### src/rtl/dac_bus_pkg.sv
package dac_bus_pkg;
  typedef enum logic [2:0] {
    ST_IDLE, ST_ADDR, ST_ADDR_ACK, ST_CMD, ST_CMD_ACK, ST_DATA, ST_DATA_ACK, ST_IGNORE
  } busState_t;

  typedef struct packed {
    logic shiftEn;
    logic loadStage;
    logic loadOut;
  } ctrlStrobe_t;
endpackage

### src/rtl/dac_bus_sync.sv
module dac_bus_sync #(
  parameter int SYNC_STAGES = 2
) (
  input  logic clk,
  input  logic rstN,
  input  logic sclIn,
  input  logic sdaIn,
  output logic sclHigh,
  output logic sdaHigh,
  output logic sclRise,
  output logic sclFall,
  output logic startSeen,
  output logic stopSeen
);
  localparam int LINES = 2;
  logic [LINES-1:0] rawLines;
  logic [LINES-1:0] syncLines;
  logic [LINES-1:0] prevLines;

  assign rawLines = {sdaIn, sclIn};

  for (genvar g = 0; g < LINES; g++) begin : gLine
    logic [SYNC_STAGES-1:0] chain;
    always_ff @(posedge clk or negedge rstN) begin
      if (!rstN) chain <= '1;
      else       chain <= {chain[SYNC_STAGES-2:0], rawLines[g]};
    end
    assign syncLines[g] = chain[SYNC_STAGES-1];
  end

  always_ff @(posedge clk or negedge rstN) begin
    if (!rstN) prevLines <= '1;
    else       prevLines <= syncLines;
  end

  assign sclHigh   = syncLines[0];
  assign sdaHigh   = syncLines[1];
  assign sclRise   = syncLines[0] & ~prevLines[0];
  assign sclFall   = ~syncLines[0] & prevLines[0];
  assign startSeen = syncLines[0] & prevLines[0] & prevLines[1] & ~syncLines[1];
  assign stopSeen  = syncLines[0] & prevLines[0] & ~prevLines[1] & syncLines[1];
endmodule

### src/rtl/dac_bus_ctrl.sv
module dac_bus_ctrl
  import dac_bus_pkg::*;
#(
  parameter int BYTE_W = 8
) (
  input  logic        clk,
  input  logic        rstN,
  input  logic        sclRise,
  input  logic        sclFall,
  input  logic        startSeen,
  input  logic        stopSeen,
  input  logic        addrHit,
  output ctrlStrobe_t strb,
  output logic        ackDrive
);
  localparam int CNT_W = $clog2(BYTE_W + 1);
  localparam logic [CNT_W-1:0] FULL = CNT_W'(BYTE_W);

  busState_t state, stateNxt;
  logic [CNT_W-1:0] bitCnt, bitCntNxt;
  logic ackHigh, ackHighNxt;
  logic byteFull, inByte, inAck;

  assign byteFull = (bitCnt == FULL);
  assign inByte   = (state == ST_ADDR) || (state == ST_CMD) || (state == ST_DATA);
  assign inAck    = (state == ST_ADDR_ACK) || (state == ST_CMD_ACK) || (state == ST_DATA_ACK);
  assign ackDrive = inAck;

  always_comb begin
    stateNxt   = state;
    bitCntNxt  = bitCnt;
    ackHighNxt = ackHigh;
    strb       = '0;
    if (startSeen) begin
      stateNxt   = ST_ADDR;
      bitCntNxt  = '0;
      ackHighNxt = 1'b0;
    end else if (stopSeen) begin
      stateNxt   = ST_IDLE;
      bitCntNxt  = '0;
      ackHighNxt = 1'b0;
    end else if (inByte) begin
      if (sclRise && !byteFull) begin
        strb.shiftEn = 1'b1;
        bitCntNxt    = bitCnt + 1'b1;
      end else if (sclFall && byteFull) begin
        bitCntNxt = '0;
        unique case (state)
          ST_ADDR: stateNxt = addrHit ? ST_ADDR_ACK : ST_IGNORE;
          ST_CMD:  stateNxt = ST_CMD_ACK;
          default: stateNxt = ST_DATA_ACK;
        endcase
      end
    end else if (inAck) begin
      if (sclRise) ackHighNxt = 1'b1;
      else if (sclFall && ackHigh) begin
        ackHighNxt = 1'b0;
        unique case (state)
          ST_ADDR_ACK: stateNxt = ST_CMD;
          ST_CMD_ACK: begin
            stateNxt       = ST_DATA;
            strb.loadStage = 1'b1;
          end
          default: begin
            stateNxt     = ST_IGNORE;
            strb.loadOut = 1'b1;
          end
        endcase
      end
    end
  end

  always_ff @(posedge clk or negedge rstN) begin
    if (!rstN) begin
      state   <= ST_IDLE;
      bitCnt  <= '0;
      ackHigh <= 1'b0;
    end else begin
      state   <= stateNxt;
      bitCnt  <= bitCntNxt;
      ackHigh <= ackHighNxt;
    end
  end
endmodule

### src/rtl/dac_bus_datapath.sv
module dac_bus_datapath
  import dac_bus_pkg::*;
#(
  parameter int          BYTE_W   = 8,
  parameter int          CODE_W   = 10,
  parameter int          SEL_W    = 2,
  parameter int          OFF_BIT  = 7,
  parameter logic [4:0]  ADDR_HI  = 5'b01011
) (
  input  logic              clk,
  input  logic              rstN,
  input  logic              sdaHigh,
  input  logic [SEL_W-1:0]  addrSel,
  input  ctrlStrobe_t       strb,
  output logic              addrHit,
  output logic [CODE_W-1:0] dacCode,
  output logic              shutdown
);
  localparam int HI_W = CODE_W - BYTE_W;

  logic [BYTE_W-1:0] shiftReg;
  logic [HI_W-1:0]   stageHi;
  logic              stageOff;

  assign addrHit = (shiftReg[BYTE_W-1:1] == {ADDR_HI, addrSel}) && !shiftReg[0];

  always_ff @(posedge clk or negedge rstN) begin
    if (!rstN) shiftReg <= '0;
    else if (strb.shiftEn) shiftReg <= {shiftReg[BYTE_W-2:0], sdaHigh};
  end

  always_ff @(posedge clk or negedge rstN) begin
    if (!rstN) begin
      stageHi  <= '0;
      stageOff <= 1'b0;
    end else if (strb.loadStage) begin
      stageHi  <= shiftReg[HI_W-1:0];
      stageOff <= shiftReg[OFF_BIT];
    end
  end

  always_ff @(posedge clk or negedge rstN) begin
    if (!rstN) begin
      dacCode  <= '0;
      shutdown <= 1'b0;
    end else if (strb.loadOut) begin
      dacCode  <= {stageHi, shiftReg};
      shutdown <= stageOff;
    end
  end
endmodule

### src/rtl/dac_bus_loader.sv
module dac_bus_loader
  import dac_bus_pkg::*;
#(
  parameter int SYNC_STAGES = 2,
  parameter int CODE_W      = 10
) (
  input  logic              clk,
  input  logic              rstN,
  input  logic              sclIn,
  input  logic              sdaIn,
  input  logic [1:0]        addrSel,
  output logic              sdaOe,
  output logic [CODE_W-1:0] dacCode,
  output logic              shutdown
);
  localparam int BYTE_W = 8;

  logic sclHigh, sdaHigh, sclRise, sclFall, startSeen, stopSeen, addrHit;
  ctrlStrobe_t strb;

  dac_bus_sync #(.SYNC_STAGES(SYNC_STAGES)) u_sync (
    .clk(clk), .rstN(rstN), .sclIn(sclIn), .sdaIn(sdaIn),
    .sclHigh(sclHigh), .sdaHigh(sdaHigh), .sclRise(sclRise), .sclFall(sclFall),
    .startSeen(startSeen), .stopSeen(stopSeen)
  );

  dac_bus_ctrl #(.BYTE_W(BYTE_W)) u_ctrl (
    .clk(clk), .rstN(rstN), .sclRise(sclRise), .sclFall(sclFall),
    .startSeen(startSeen), .stopSeen(stopSeen), .addrHit(addrHit),
    .strb(strb), .ackDrive(sdaOe)
  );

  dac_bus_datapath #(.BYTE_W(BYTE_W), .CODE_W(CODE_W)) u_dp (
    .clk(clk), .rstN(rstN), .sdaHigh(sdaHigh), .addrSel(addrSel), .strb(strb),
    .addrHit(addrHit), .dacCode(dacCode), .shutdown(shutdown)
  );

  logic unusedSclHigh;
  assign unusedSclHigh = sclHigh;
endmodule

### config.mk
export PLATFORM = sky130hd
export DESIGN_NAME = dac_bus_loader
export DESIGN_NICKNAME = d
export VERILOG_FILES = /design/src/rtl/dac_bus_pkg.sv /design/src/rtl/dac_bus_sync.sv /design/src/rtl/dac_bus_ctrl.sv /design/src/rtl/dac_bus_datapath.sv /design/src/rtl/dac_bus_loader.sv
export SDC_FILE = /design/constraint.sdc
export NUM_CORES = 1
export LEC_CHECK = 0
export ABC_AREA = 1
export BUFFER_PORTS_ARGS = -buffer_cell sky130_fd_sc_hd__buf_2
export CAP_MARGIN = 20
export CORE_UTILIZATION = 45
export DETAILED_ROUTE_END_ITERATION = 8
export HOLD_SLACK_MARGIN = 0.02
export SETUP_SLACK_MARGIN = 0.3
export SYNTH_ARGS = -nofsm -noshare
export SYNTH_HDL_FRONTEND = slang
export SYNTH_HIERARCHICAL = 1
export SYNTH_SLANG_ARGS = --single-unit
### constraint.sdc
create_clock -name clk -period 2.3 [get_ports clk]
set_clock_uncertainty 0.2 [all_clocks]
set_input_delay 0.46 -clock clk [delete_from_list [all_inputs] [get_ports clk]]
set_output_delay 0.46 -clock clk [all_outputs]
set_load 0.02 [all_outputs]
# After elaboration in Yosys (flattened, before gate mapping)
# Index checks and enable logic that the tools add are counted.
[totals] regBits=36 inputBits=6 word_cells=87
[op_classes] muxes=32 n_eq_ne=12 bitwise_logic=11 n_reduce_logical=20 addsub=1
[ops] op="$mux W3" n=11
[ops] op="$mux W4" n=5
[ops] op="$reduce_bool A4 Y1" n=4
[ops] op="$ne A4 B4 Y1 const B" n=3
[ops] op="$pmux W3 S2" n=2
[ops] op="$mux W1" n=10
[ops] op="$eq A3 B3 Y1 const B" n=3
[ops] op="$mux W2" n=4
[ops] op="$and A1 B1 Y1" n=7
[ops] op="$eq A7 B6 Y1" n=1
[ops] op="$eq A3 B2 Y1 const B" n=2
[ops] op="$reduce_bool A3 Y1" n=2
[ops] op="$reduce_and A5 Y1" n=1
[ops] op="$add A4 B1 Y4 const B" n=1
[ops] op="$eq A4 B4 Y1 const B" n=1
[ops] op="$logic_and A1 B1 Y1" n=4
[ops] op="$logic_or A1 B1 Y1" n=4
[ops] op="$not A1 Y1" n=4
[ops] op="$eq A3 B1 Y1 const B" n=1
[ops] op="$ne A3 B3 Y1 const B" n=1
[ops] op="$reduce_and A3 Y1" n=1
[ops] op="$logic_not A1 Y1" n=2
[ops] op="$reduce_and A2 Y1" n=1
[ops] op="$reduce_or A2 Y1" n=1

# Longest topological paths before layout
[logic_depth] ltp_word=9 mapped_depth=11 depth_no_buf=10

# Modules after synthesis
# Netlist, hierarchy kept.
[modules_own_cells] mod="dac_bus_datapath" cells_each=87 area_each_um2=894.6 instances=1 seq_area_each_um2=550.5
[modules_own_cells] mod="dac_bus_ctrl" cells_each=82 area_each_um2=590.6 instances=1 seq_area_each_um2=200.2
[modules_own_cells] mod="dac_bus_sync" cells_each=17 area_each_um2=198.9 instances=1 seq_area_each_um2=157.7

# Worst setup path after synthesis
# Ideal clock, no wire load.
[synth_timing] path_kind="reg2reg" from="reg u_sync.prevLines[0]" to="reg u_dp.stageOff" slack_ns=0.345 path_stages_with_launch=8 required_ns=1.946 arrival_time_ns=1.601 setup_time_ns=0.154 path_cell_list="dfstp_2 inv_1 nor2_1 nand2_1 nor2_1 nand2_1 nor4_1 o21ai_0"
[synth_lines] item="start: declaration" line="dac_bus_sync.sv:18" source="logic [LINES-1:0] prevLines;"
[synth_lines] item="start signal: assignment" line="dac_bus_sync.sv:33" source="else prevLines <= syncLines;"
[synth_lines] item="end signal: assignment" line="dac_bus_datapath.sv:38" source="stageOff <= shiftReg[OFF_BIT];"
[synth_lines] item="end: declaration" line="dac_bus_datapath.sv:23" source="logic stageOff;"

==> flow_summary.json <==
{
  "ys_warn_count": 6,
  "max_stage_delay_ps": 550,
  "setup_viol": 0,
  "area_growth_syn_to_layout_pct": 26.4,
  "via_per_inst": 4.83,
  "critPathRequiredTime_ps": 2310,
  "ys_ff_latch": 36,
  "reg2reg_depth": 11,
  "io_buffers": 17,
  "wl_um": 3350,
  "die_w_um": 63.2,
  "antenna_cells": 0,
  "synthesis.area_sq_um": 1680,
  "drtAntennaViolNets": 0,
  "finalMaxSlewViolations": 0,
  "post-route-min-period_ps": 1950,
  "vdd_drop_max_mv": 0.557,
  "fmax_ghz": 0.513,
  "rsz0062_at_grt": "true",
  "drt-initial-drc-count": 102,
  "path_class": "flip-flop to flip-flop",
  "status": "finished clean",
  "drc": 0,
  "grt_usage": 0.187,
  "cts_max_path_buffers": 2,
  "crit_arrival_ps": 1960,
  "layout-drive-gt1-share": 0.368,
  "cts_sinks": 36,
  "coreArea_sq_um": 3470,
  "hpwlAfterDp_um": 2130,
  "critPathSlowestCell": "dfstp_2",
  "cts_hold_buf": 0,
  "final_nets": 230,
  "rr_endpoint": "u_dp/dacCode[2]",
  "clk_latency_ps": 290,
  "critPathCaptureType": "flip-flop",
  "crit_top_cell": "nor2_4",
  "overflow": 0,
  "fin_crit_sh": 0.848,
  "p_per_area_nw_per_um2": 1070,
  "hp-class": "input port to async pin",
  "cp_max_fo": 6,
  "htreeDepth": 2,
  "syn_avg_cell_area_sq_um": 9.05,
  "max_slew_margin": 0.471,
  "yosysUniqueCellTypes": 26,
  "rrSetupSlack_ps": 350,
  "gp_congestion": 0.863,
  "antenna_found_initial": 0,
  "detailedRoute.firstPassIterationCount": 4,
  "die-area_sq_um": 3990,
  "tightestPinTransition_ps": 793,
  "cts_root_buffer": "clkbuf_8",
  "start_kind": "flip-flop",
  "synth_cells": 186,
  "path_delay_family": "simple AND/OR/NAND/NOR gates",
  "hold_slack_ps": 55.0,
  "first_global_vias": 1257,
  "cts_tree": "done",
  "total_leakage_power_nw": 1.07,
  "initial_core_util": 0.486,
  "die_h_um": 63.2,
  "post_drt_wl_per_cell_um": 12.5,
  "grt_pass1_wl_um": 5730,
  "ios": 18,
  "clkTransAtPathRegs_ps": 70,
  "grt_max_degree": 37,
  "cts_made_buffers": 5,
  "seq_area_frac_synth": 0.539,
  "num_vias": 1300,
  "path_cells": "inv_1 > nand2_1 > nor2_4 > nor2_4 > nand2_2 > nor3_4 > clkbuf_16 > buf_8 > buf_4 > nor2_1 > a21oi_1",
  "rr_startpoint": "u_sync/gLine[1].chain[1]",
  "rows": 21,
  "tns_ps": 0,
  "path_buf_inv": 4,
  "maxCapViolCount": 0,
  "syn-num-nets": 194,
  "hold_violations": 0
}
repair_timing:
item	in CTS	in global routing
pin swaps	4	6
endpoints found under the setup margin	4	19
buffers inserted	9	2
gates resized for setup	7	21
how the worst max path moves through the flow:
| stage | start | slack (ps) | cells past startpoint | to |
|---|---|---|---|---|
| 2_1_floorplan | u_sync/prevLines[0] | 350 | 7 | u_dp/stageOff |
| 3_3_place_gp | u_sync/prevLines[0] | 280 | 8 | u_dp/dacCode[3] |
| 3_5_place_dp | u_sync/prevLines[0] | 230 | 8 | u_dp/dacCode[8] |
| 4_1_cts | u_sync/prevLines[0] | 300 | 11 | u_dp/dacCode[1] |
| 5_1_grt | u_sync/gLine[1].chain[1] | 250 | 11 | u_dp/shiftReg[6] |
| 6_report | u_sync/gLine[1].chain[1] | 350 | 11 | u_dp/dacCode[2] |
registers in the layout, indices dropped and copies added, names as in the netlist:
signal              flops
u_sync/gLine.chain      4
u_sync/prevLines        2
u_ctrl/state            3
u_dp/shutdown           1
u_dp/dacCode           10
u_ctrl/ackHigh          1
u_dp/stageHi            2
u_dp/stageOff           1
u_dp/shiftReg           8
u_ctrl/bitCnt           4
power by group:
| group | switching, mW | total, mW | leakage, nW | internal (mW) |
|---|---|---|---|---|
| Sequential | 0.164 | 1.00 | 0.458 | 0.837 |
| Combinational | 0.470 | 0.747 | 0.553 | 0.277 |
| Clock | 0.218 | 0.540 | 0.0552 | 0.321 |
| Total | 0.853 | 2.29 | 1.07 | 1.43 |
routing by layer:
metal  part of all wire  up-vias  routed length, um  GRT usage
li1                   -      657                  -          -
met4             0.0051        0                 17     0.0682
met1               0.48      604               1610      0.256
met5                  0        -                  0          0
met3              0.041        2                139     0.0435
met2               0.47       37               1590      0.290
Yosys cell counts:
master / instances / area, sq um
nor4_1: 1 / 6.26
a21oi_4: 1 / 16.3
inv_1: 26 / 97.6
ha_1: 2 / 25.0
nand2_1: 37 / 139
a21oi_1: 14 / 70.1
nor2_1: 21 / 78.8
buf_6: 1 / 11.3
nand4_1: 1 / 6.26
inv_2: 1 / 3.75
nand3_1: 9 / 45.0
nor2_4: 1 / 11.3
buf_4: 1 / 7.51
xor2_1: 1 / 8.76
buf_12: 1 / 20.0
dfstp_2: 6 / 158
dfrtp_1: 30 / 751
nor2_2: 3 / 18.8
nand2_2: 6 / 37.5
mux2_4: 3 / 45.0
o21ai_2: 2 / 17.5
nor3_1: 2 / 10.0
nand3_2: 1 / 10.0
a21oi_2: 4 / 35.0
o21ai_1: 1 / 5.00
o21ai_0: 10 / 50.1
logic make-up after synthesis:
group | count (synthesis) | synth area share
AOI/OAI and AO/OA | 32 | 0.115
xor gates and xnor gates | 1 | 0.00520
adders and majority gates | 2 | 0.0149
buffers and inverters | 30 | 0.0832
DFF | 36 | 0.539
muxes | 3 | 0.0267
and+or+nand+nor | 82 | 0.215
final cells by class:
type | instances | area [sq um]
Sequential cell | 36 | 908
Multi-Input combinational cell | 120 | 712
Fill cell | 327 | 1340
Inverter | 27 | 101
Tap cell | 46 | 57.6
Clock inverter | 2 | 35.0
Clock buffer | 6 | 72.6
Timing Repair Buffer | 32 | 243
metrics by stage:
stage / power, mW / util / setup slack (ps) / instances / instance area, sq um
2_1_floorplan: 1.49 / - / 345 / 186 / 1680
3_3_place_gp: 1.68 / 0.533 / 284 / 250 / 1850
3_5_place_dp: 1.71 / 0.533 / 233 / 250 / 1850
4_1_cts: 2.27 / 0.588 / 299 / 267 / 2040
5_1_grt: 2.46 / 0.614 / 249 / 269 / 2130
6_report: 2.29 / 0.614 / 350 / 269 / 2130
layout by cell type (no fill, tap or decap), types with 2 or more instances in the layout:
cell type,n
nand2_1,34
dfrtp_1,30
inv_1,25
buf_2,17
nor2_1,13
a21oi_1,12
o21ai_0,10
buf_4,10
nand2_2,9
nand3_1,9
nor2_4,7
a21oi_2,6
dfstp_2,6
clkbuf_8,5
nor2_2,5
mux2_4,3
inv_2,2
o21ai_2,2
ha_1,2
buf_6,2
(Power assumes the default switching activity.)
